<file path="config.mk">
export PLATFORM = sky130hd
export DESIGN_NAME = adcbus_ctrl
export DESIGN_NICKNAME = d
export VERILOG_FILES = /design/src/rtl/adcbus_pkg.sv /design/src/rtl/adcbus_sync.sv /design/src/rtl/adcbus_timer.sv /design/src/rtl/adcbus_seq.sv /design/src/rtl/adcbus_ctrl.sv
export SDC_FILE = /design/constraint.sdc
export NUM_CORES = 1
export LEC_CHECK = 0
export BUFFER_PORTS_ARGS = -buffer_cell sky130_fd_sc_hd__buf_4
export CAP_MARGIN = 20
export CORE_MARGIN = 2
export CORE_UTILIZATION = 55
export DETAILED_ROUTE_END_ITERATION = 7
export PLACE_DENSITY = 0.79
export SLEW_MARGIN = 5
export SYNTH_ARGS = -nofsm -noshare
export SYNTH_HDL_FRONTEND = slang
export SYNTH_HIERARCHICAL = 1
export SYNTH_SLANG_ARGS = --single-unit
export TNS_END_PERCENT = 20
</file>
<file path="constraint.sdc">
create_clock -name clk -period 5.6 [get_ports clk]
set_input_delay 0.56 -clock clk [delete_from_list [all_inputs] [get_ports clk]]
set_output_delay 0.56 -clock clk [all_outputs]
set_load 0.02 [all_outputs]
</file>
<file path="src/rtl/adcbus_pkg.sv">
package adcbus_pkg;
  localparam int DATA_W = 8;

  // bit positions of the synchronised bus inputs
  localparam int IDX_CS   = 0;
  localparam int IDX_RD   = 1;
  localparam int IDX_WR   = 2;
  localparam int IDX_MODE = 3;
  localparam int N_IN     = 4;

  typedef struct packed {
    logic              ovf;
    logic [DATA_W-1:0] code;
  } result_t;

  // bus enable rule: write-then-read opens on the strobes alone,
  // read-only additionally needs a latched, not-yet-restarted result
  function automatic logic oe_rule(input logic mode_wr, input logic cs_lo,
                                   input logic rd_lo, input logic have_res);
    return cs_lo & rd_lo & (mode_wr | have_res);
  endfunction
endpackage

</file>
<file path="src/rtl/adcbus_sync.sv">
module adcbus_sync #(
  parameter int              N       = 4,
  parameter logic [N-1:0]    RST_VAL = '1
) (
  input  logic         clk,
  input  logic         rst_n,
  input  logic [N-1:0] din,
  output logic [N-1:0] lvl,
  output logic [N-1:0] rise,
  output logic [N-1:0] fall
);
  logic [N-1:0] st1, st2, st3;

  for (genvar g = 0; g < N; g++) begin : g_bit
    always_ff @(posedge clk or negedge rst_n) begin
      if (!rst_n) begin
        st1[g] <= RST_VAL[g];
        st2[g] <= RST_VAL[g];
        st3[g] <= RST_VAL[g];
      end else begin
        st1[g] <= din[g];
        st2[g] <= st1[g];
        st3[g] <= st2[g];
      end
    end
    assign lvl[g]  = st2[g];
    assign rise[g] = st2[g] & ~st3[g];
    assign fall[g] = ~st2[g] & st3[g];
  end
endmodule

</file>
<file path="src/rtl/adcbus_timer.sv">
module adcbus_timer #(
  parameter int TIMEOUT_CYC = 40
) (
  input  logic clk,
  input  logic rst_n,
  input  logic start,
  input  logic abort,
  output logic running,
  output logic expire
);
  localparam int CW = (TIMEOUT_CYC < 2) ? 1 : $clog2(TIMEOUT_CYC);
  localparam logic [CW-1:0] LOAD_VAL = CW'(TIMEOUT_CYC - 1);

  logic [CW-1:0] cnt;

  function automatic logic [CW-1:0] step_down(input logic [CW-1:0] c);
    return c - CW'(1);
  endfunction

  assign expire = running && (cnt == '0);

  always_ff @(posedge clk or negedge rst_n) begin
    if (!rst_n) begin
      cnt     <= '0;
      running <= 1'b0;
    end else if (abort) begin
      running <= 1'b0;
    end else if (start) begin
      cnt     <= LOAD_VAL;
      running <= 1'b1;
    end else if (running) begin
      if (cnt == '0) running <= 1'b0;
      else           cnt     <= step_down(cnt);
    end
  end


  expire_once_chk: assert property (@(posedge clk) disable iff (!rst_n)
    expire |=> !expire);

  abort_stop_chk: assert property (@(posedge clk) disable iff (!rst_n)
    abort |=> !running);
endmodule

</file>
<file path="src/rtl/adcbus_seq.sv">
module adcbus_seq
  import adcbus_pkg::*;
(
  input  logic    clk,
  input  logic    rst_n,
  input  logic    mode_wr,
  input  logic    cs_lo,
  input  logic    rd_lo,
  input  logic    cs_fall,
  input  logic    cs_rise,
  input  logic    rd_fall,
  input  logic    rd_rise,
  input  logic    wr_fall,
  input  logic    wr_rise,
  input  logic    conv_done,
  input  result_t conv_res,
  input  logic    tmr_running,
  input  logic    tmr_expire,
  output logic    tmr_start,
  output logic    tmr_abort,
  output logic    conv_start,
  output result_t latch_q,
  output logic    int_n,
  output logic    rdy_oe,
  output logic    bus_oe
);
  logic    busy, res_ok, trig_pend, done_flag;
  result_t hold;

  // named internal events
  logic    start_req, early_rd, trig_now, res_avail, latch_fire, oe_next;
  result_t res_sel;

  always_comb begin
    start_req  = !busy && cs_lo &&
                 (mode_wr ? wr_fall : rd_fall);
    early_rd   = mode_wr && busy && cs_lo && rd_fall && !trig_pend;
    trig_now   = busy && (mode_wr ? (tmr_expire || early_rd) : 1'b1);
    res_avail  = res_ok || (busy && conv_done);
    latch_fire = busy && res_avail && (trig_pend || trig_now);
    res_sel    = res_ok ? hold : conv_res;
    tmr_start  = mode_wr && busy && wr_rise && !tmr_running && !trig_pend;
    tmr_abort  = early_rd;
    oe_next    = oe_rule(mode_wr, cs_lo, rd_lo, done_flag && !start_req);
  end

  always_ff @(posedge clk or negedge rst_n) begin
    if (!rst_n) begin
      busy       <= 1'b0;
      res_ok     <= 1'b0;
      trig_pend  <= 1'b0;
      done_flag  <= 1'b0;
      hold       <= '0;
      latch_q    <= '0;
      conv_start <= 1'b0;
    end else begin
      conv_start <= start_req;
      if (start_req) begin
        busy      <= 1'b1;
        res_ok    <= 1'b0;
        trig_pend <= 1'b0;
        done_flag <= 1'b0;
      end else if (latch_fire) begin
        busy      <= 1'b0;
        res_ok    <= 1'b0;
        trig_pend <= 1'b0;
        done_flag <= 1'b1;
        latch_q   <= res_sel;
      end else if (busy) begin
        if (conv_done) begin
          res_ok <= 1'b1;
          hold   <= conv_res;
        end
        if (trig_now) trig_pend <= 1'b1;
      end
    end
  end

  always_ff @(posedge clk or negedge rst_n) begin
    if (!rst_n) begin
      int_n  <= 1'b1;
      rdy_oe <= 1'b0;
      bus_oe <= 1'b0;
    end else begin
      if (latch_fire)              int_n <= 1'b0;
      else if (rd_rise || cs_rise) int_n <= 1'b1;

      if (latch_fire)              rdy_oe <= 1'b0;
      else if (!mode_wr && cs_fall) rdy_oe <= 1'b1;

      bus_oe <= oe_next;
    end
  end


  start_pulse_chk: assert property (@(posedge clk) disable iff (!rst_n)
    conv_start |=> !conv_start);

  start_idle_chk: assert property (@(posedge clk) disable iff (!rst_n)
    conv_start |-> !$past(busy));

  latch_int_chk: assert property (@(posedge clk) disable iff (!rst_n)
    latch_fire |=> (!int_n && !busy));

  int_release_chk: assert property (@(posedge clk) disable iff (!rst_n)
    ((rd_rise || cs_rise) && !latch_fire) |=> int_n);

  rdy_release_chk: assert property (@(posedge clk) disable iff (!rst_n)
    latch_fire |=> !rdy_oe);

  oe_result_chk: assert property (@(posedge clk) disable iff (!rst_n)
    (bus_oe && !mode_wr && $stable(mode_wr)) |-> done_flag);
endmodule

</file>
<file path="src/rtl/adcbus_ctrl.sv">
module adcbus_ctrl
  import adcbus_pkg::*;
#(
  parameter int TIMEOUT_CYC = 40
) (
  input  logic              clk,
  input  logic              rst_n,
  input  logic              mode,
  input  logic              cs_n,
  input  logic              rd_n,
  input  logic              wr_n,
  output logic              conv_start,
  input  logic              conv_done,
  input  logic [DATA_W-1:0] conv_data,
  input  logic              conv_ovf,
  output logic              int_n,
  output logic              rdy_oe,
  output logic              rdy_o,
  output logic              bus_oe,
  output logic [DATA_W-1:0] dout,
  output logic              dout_ovf
);
  localparam logic [N_IN-1:0] SYNC_RST = N_IN'(4'b0111);

  logic [N_IN-1:0] raw_in, s_lvl, s_rise, s_fall;
  logic            tmr_start, tmr_abort, tmr_running, tmr_expire;
  result_t         conv_res, latch_q;

  always_comb begin
    raw_in           = '0;
    raw_in[IDX_CS]   = cs_n;
    raw_in[IDX_RD]   = rd_n;
    raw_in[IDX_WR]   = wr_n;
    raw_in[IDX_MODE] = mode;
  end

  assign conv_res = '{ovf: conv_ovf, code: conv_data};

  adcbus_sync #(.N(N_IN), .RST_VAL(SYNC_RST)) u_sync (
    .clk  (clk),
    .rst_n(rst_n),
    .din  (raw_in),
    .lvl  (s_lvl),
    .rise (s_rise),
    .fall (s_fall)
  );

  adcbus_timer #(.TIMEOUT_CYC(TIMEOUT_CYC)) u_timer (
    .clk    (clk),
    .rst_n  (rst_n),
    .start  (tmr_start),
    .abort  (tmr_abort),
    .running(tmr_running),
    .expire (tmr_expire)
  );

  adcbus_seq u_seq (
    .clk        (clk),
    .rst_n      (rst_n),
    .mode_wr    (s_lvl[IDX_MODE]),
    .cs_lo      (!s_lvl[IDX_CS]),
    .rd_lo      (!s_lvl[IDX_RD]),
    .cs_fall    (s_fall[IDX_CS]),
    .cs_rise    (s_rise[IDX_CS]),
    .rd_fall    (s_fall[IDX_RD]),
    .rd_rise    (s_rise[IDX_RD]),
    .wr_fall    (s_fall[IDX_WR]),
    .wr_rise    (s_rise[IDX_WR]),
    .conv_done  (conv_done),
    .conv_res   (conv_res),
    .tmr_running(tmr_running),
    .tmr_expire (tmr_expire),
    .tmr_start  (tmr_start),
    .tmr_abort  (tmr_abort),
    .conv_start (conv_start),
    .latch_q    (latch_q),
    .int_n      (int_n),
    .rdy_oe     (rdy_oe),
    .bus_oe     (bus_oe)
  );

  assign dout     = latch_q.code;
  assign dout_ovf = latch_q.ovf;
  assign rdy_o    = 1'b0;
endmodule

</file>
== Word level (Yosys, flattened, before mapping) ==
Cells that the tools add are included.

* Register bits after elaboration: 44

* Add/sub/neg operators: 1
* Eq/ne operators: 1
* Multiplexer cells: 26
* Bitwise operators: 18
* Reductions and logical operators: 40

{| class="wikitable"
|+ Operators by type and width
! cell !! number
|-
| two-way mux 1 bit || 22
|-
| two-way mux 6 bit || 3
|-
| logical AND 1 bit || 16
|-
| two-way mux 9 bit || 1
|-
| inverter 1 bit || 9
|-
| nonzero test 3 bit || 3
|-
| AND 1 bit || 8
|-
| nonzero test 2 bit || 4
|-
| zero test 1 bit || 7
|-
| zero test 6 bit || 1
|-
| AND reduction 2 bit || 3
|-
| subtractor 6 x 1 -> 6 bit, second input constant || 1
|-
| logical OR 1 bit || 4
|-
| AND reduction 4 bit || 1
|-
| AND reduction 3 bit || 1
|-
| != test 2 bit, second input constant || 1
|-
| bitwise OR 1 bit || 1
|}

== Longest topological paths before layout ==
* Depth in word-level cells: 11
* Depth in mapped cells: 9
* Gate-level depth less buffers: 7

== Cells and area by module ==
The synthesis kept the hierarchy.

{| class="wikitable"
|+ By module, submodules not included
! module !! times used !! cells an instance !! area an instance (µm²) !! sequential area each (µm²)
|-
| adcbus_seq || 1 || 85 || 1216.2 || 651.9
|-
| adcbus_timer || 1 || 48 || 450.4 || 175.2
|-
| adcbus_sync || 1 || 20 || 361.6 || 311.5
|-
| adcbus_ctrl || 1 || 4 || 18.8 || 0.0
|}

== Least setup slack after synthesis ==
OpenSTA, ideal clock, no wires.

* Kind: reg2reg
* Start: register u_timer.cnt[0]
* End: register u_seq/hold[0] (netlist name)
* Library setup time: 125 ps
* Arrival: 1953 ps
* Data required time: 5475 ps
* Slack: 3522 ps
* Cell stages (with the launch flop): 10
* Path buffers: 2
* Clock period less this slack: 2078 ps
* Path through: dfrtp_1 > inv_1 > ha_1 > nand2b_1 > clkbuf_1 > nor3_1 > nor3b_4 > and4_4 > buf_12 > mux2_4

* Word-level cells in the longest chain between the ends: 9

{| class="wikitable"
|+ RTL lines
! element !! RTL line !! source
|-
| from (decl) || adcbus_timer.sv:14 || <nowiki>logic [CW-1:0] cnt;</nowiki>
|-
| from (signal assigned) || adcbus_timer.sv:33 || <nowiki>else cnt <= step_down(cnt);</nowiki>
|-
| zero test 6 bit || adcbus_timer.sv:20 || <nowiki>assign expire = running && (cnt == '0);</nowiki>
|-
| logical AND 1 bit || adcbus_timer.sv:20 ||
|-
| net tmr_expire || adcbus_ctrl.sv:26 || <nowiki>logic tmr_start, tmr_abort, tmr_running, tmr_expire;</nowiki>
|-
| logical OR 1 bit || adcbus_seq.sv:38 || <nowiki>trig_now = busy && (mode_wr ? (tmr_expire || early_rd) : 1'b1);</nowiki>
|-
| two-way mux 1 bit || adcbus_seq.sv:38 ||
|-
| logical AND 1 bit || adcbus_seq.sv:38 ||
|-
| logical OR 1 bit || adcbus_seq.sv:40 || <nowiki>latch_fire = busy && res_avail && (trig_pend || trig_now);</nowiki>
|-
| logical AND 1 bit || adcbus_seq.sv:40 ||
|-
| inverter 1 bit (no line) || -- ||
|-
| AND reduction 4 bit (no line) || -- ||
|-
| to (signal assigned) || adcbus_seq.sv:72 || <nowiki>hold <= conv_res;</nowiki>
|-
| to (decl) || adcbus_seq.sv:28 || <nowiki>result_t hold;</nowiki>
|}

The timed path passes the listed nets, and every way through them passes these cells.
A chain may end at the register's enable or synchronous reset.

== Final worst setup path ==
* Start: register u_timer.cnt[0]
* End: register u_seq/latch_q[2] (netlist name)

* Word-level cells in the longest chain between the ends: 8

{| class="wikitable"
|+ RTL lines
! element !! RTL line
|-
| zero test 6 bit || adcbus_timer.sv:20
|-
| logical AND 1 bit || adcbus_timer.sv:20
|-
| net tmr_expire || adcbus_ctrl.sv:26
|-
| logical OR 1 bit || adcbus_seq.sv:38
|-
| two-way mux 1 bit || adcbus_seq.sv:38
|-
| logical AND 1 bit || adcbus_seq.sv:38
|-
| logical OR 1 bit || adcbus_seq.sv:40
|-
| logical AND 1 bit || adcbus_seq.sv:40
|-
| AND reduction 2 bit (no line) || --
|}

The timed path passes the listed nets, and every way through them passes these cells.

==> results_dict.tcl <==
set metrics [dict create \
    clk_latency_ns 0.35 \
    reg2reg_depth 7 \
    drtPass1Iterations 4 \
    fmax_mhz 419 \
    tightest_slew_ns 0.609 \
    num_vias 1250 \
    wl_um 3370 \
    setup_viol 0 \
    io_buffers 28 \
    min_period_ns 2.39 \
    grt_max_degree 45 \
    cts_hold_repair.buffers 0 \
    p_comb_share_pct 38.2 \
    power_w 0.00112 \
    hold_viol_final 0 \
    cts_tree "yes" \
    fin_nets 199 \
    rsz0062_at_grt "no" \
    dp_hpwl_um 2380 \
    period_share_pct 42.6 \
    tns_ns 0 \
    syn_to_final_growth_pct 13.1 \
    synthCells 154 \
    die_h_um 64.4 \
    syn_area_sq_mm 0.00201 \
    placed_area_sq_mm 0.00221 \
    r2r_end "u_seq/latch_q[2]" \
    die-area_sq_mm 0.00415 \
    fillers 264 \
    crit_type "flop to flop" \
    drt_iter0_markers 29 \
    p_leak_nw 0.992 \
    maxSlewViolCount 0 \
    synth_nets 172 \
    grt_antenna_before_repair 0 \
    multiInputGateArea_sq_um 792 \
    h-tree-depth 2 \
    coreArea_sq_mm 0.00342 \
    grt_pass1_wl_um 5780 \
    power_density_mw_per_mm2 494 \
    fp-row-count 21 \
    crit_path_end_kind "flop" \
    endpoint "u_seq/latch_q[2]" \
    seq_area_sq_mm 0.00111 \
    cts-resized-gates 0 \
    grt-ovfl-total 0 \
    dp_worst_setup_slack_ns 3.21 \
    drc 0 \
    min_path_type "input port to asynchronous set/reset pin" \
    via_per_inst 5.48 \
    r2r_start "u_timer/cnt[0]" \
    postSynthAreaPerCell_sq_um 13.0 \
    setup_ws_ns 3.21 \
    pwr-share-clk_pct 13.9 \
    outcome "finished clean" \
    vdd_ir_drop_max_v 0.000320 \
    drive_above_1_share_pct 42.9 \
    gp_congestion 0.841 \
    grt_pass1_vias 1252 \
    p_switching_w 0.000387 \
    cts_buffers 5 \
    clock_skew_ns 0.00770 \
    maxCapViolations 0 \
    cp-start-kind "flop" \
    grtUsageTotal_pct 18.4 \
    cts.sinks 44 \
    cp.required_ns 5.84 \
    switching_share_pct 34.5 \
    io_pins 30 \
    ant_nets 0 \
    dieWidth_um 64.4 \
    arrival_ns 2.63 \
    yosysWarnings 6 \
    cts.repair_timing.setup_buffer_count 0 \
    start_util_pct 58.8 \
    path_clk_slew_ns 0.11 \
    path_max_fanout 11 \
    cts_root_buf "clkbuf_4" \
    finalInstanceArea_sq_mm 0.00227 \
    reg2reg_slack_ns 3.21 \
    clockBufferDepth 2 \
    crit_start "u_timer/cnt[0]" \
    relSlewSlack_pct 59.4 \
    power_frac_seq_pct 47.9 \
    diodes 0 \
    wl_per_cell_um 14.8 \
    intPower_w 0.000735 \
]
==> placed cells by master (no fill, tap or decap), types with 2 or more instances in the layout <==
cell / instances
nor2b_1: 6
dfrtp_1: 34
o211ai_1: 3
nand3_1: 3
mux2_2: 18
nor3b_1: 2
mux2i_1: 2
ha_1: 2
mux2_4: 9
clkbuf_4: 5
o311ai_0: 2
inv_1: 10
o2111a_1: 2
a21oi_1: 3
o21ai_0: 3
buf_4: 28
nor2_1: 6
nor3_1: 4
nand2b_1: 2
dfstp_2: 10
a31oi_1: 2
nand2_1: 5
==> area by class of cell <==
type                       instances  share of cell area (%)
clock inverter                     1                   0.330
multi-input combinational         92                    34.8
clock buffer                       7                    2.42
tap                               46                    2.53
timing repair buffer              28                    9.25
sequential                        44                    49.0
inverter                          10                    1.65
==> power groups by stage <==
stage	registers [W]	logic [W]	clock network [W]
floorplan	0.000558	0.000291	0
global placement	0.000534	0.000416	0
detailed placement	0.000543	0.000429	0
CTS	0.000538	0.000432	0.000164
global route	0.000556	0.000462	0.000180
finish	0.000538	0.000429	0.000156
==> per-stage QoR <==
step	util, %	cells	hold WS, ns
3_5_place_dp	64.7	220	0.341
5_1_grt	66.6	228	0.191
2_1_floorplan	-	154	0.264
6_report	66.6	228	0.177
4_1_cts	66.6	228	0.184
3_3_place_gp	64.7	220	0.333
==> worst min-delay path by stage <==
| stage | to | slack (ns) |
|---|---|---|
| floorplan | u_seq/bus_oe | 0.26 |
| global placement | u_sync/lvl[3] | 0.33 |
| detailed placement | u_sync/lvl[3] | 0.34 |
| CTS | u_seq/hold[6] | 0.18 |
| global route | u_seq/latch_q[4] | 0.19 |
| finish | u_timer/cnt[5] | 0.18 |
==> worst max-delay path, stage by stage (launching register included) <==
cell and delay, ns:
dfrtp_1 0.46, inv_1 0.13, ha_1 0.20, nand2b_1 0.18, nor3_1 0.31, nor3b_4 0.09, a21oi_2 0.50, mux2_2 0.40
==> state kept, by name (all words and copies together), names as in the netlist, 3 cells and up <==
name	cells
u_seq/hold	9
u_sync/st3	3
u_sync/st1	4
u_sync/lvl	4
u_seq/latch_q	9
u_timer/cnt	6
==> layer usage <==
| layer | vias up | track usage [%] | wire length (um) |
|---|---|---|---|
| li1 | 598 | - | - |
| met3 | 7 | 5.03 | 148 |
| met1 | 614 | 23.5 | 1530 |
| met4 | 0 | 8.51 | 60 |
| met5 | - | 0 | 0 |
| met2 | 31 | 29.3 | 1630 |
Note: power is estimated with default switching activity, not from simulation.
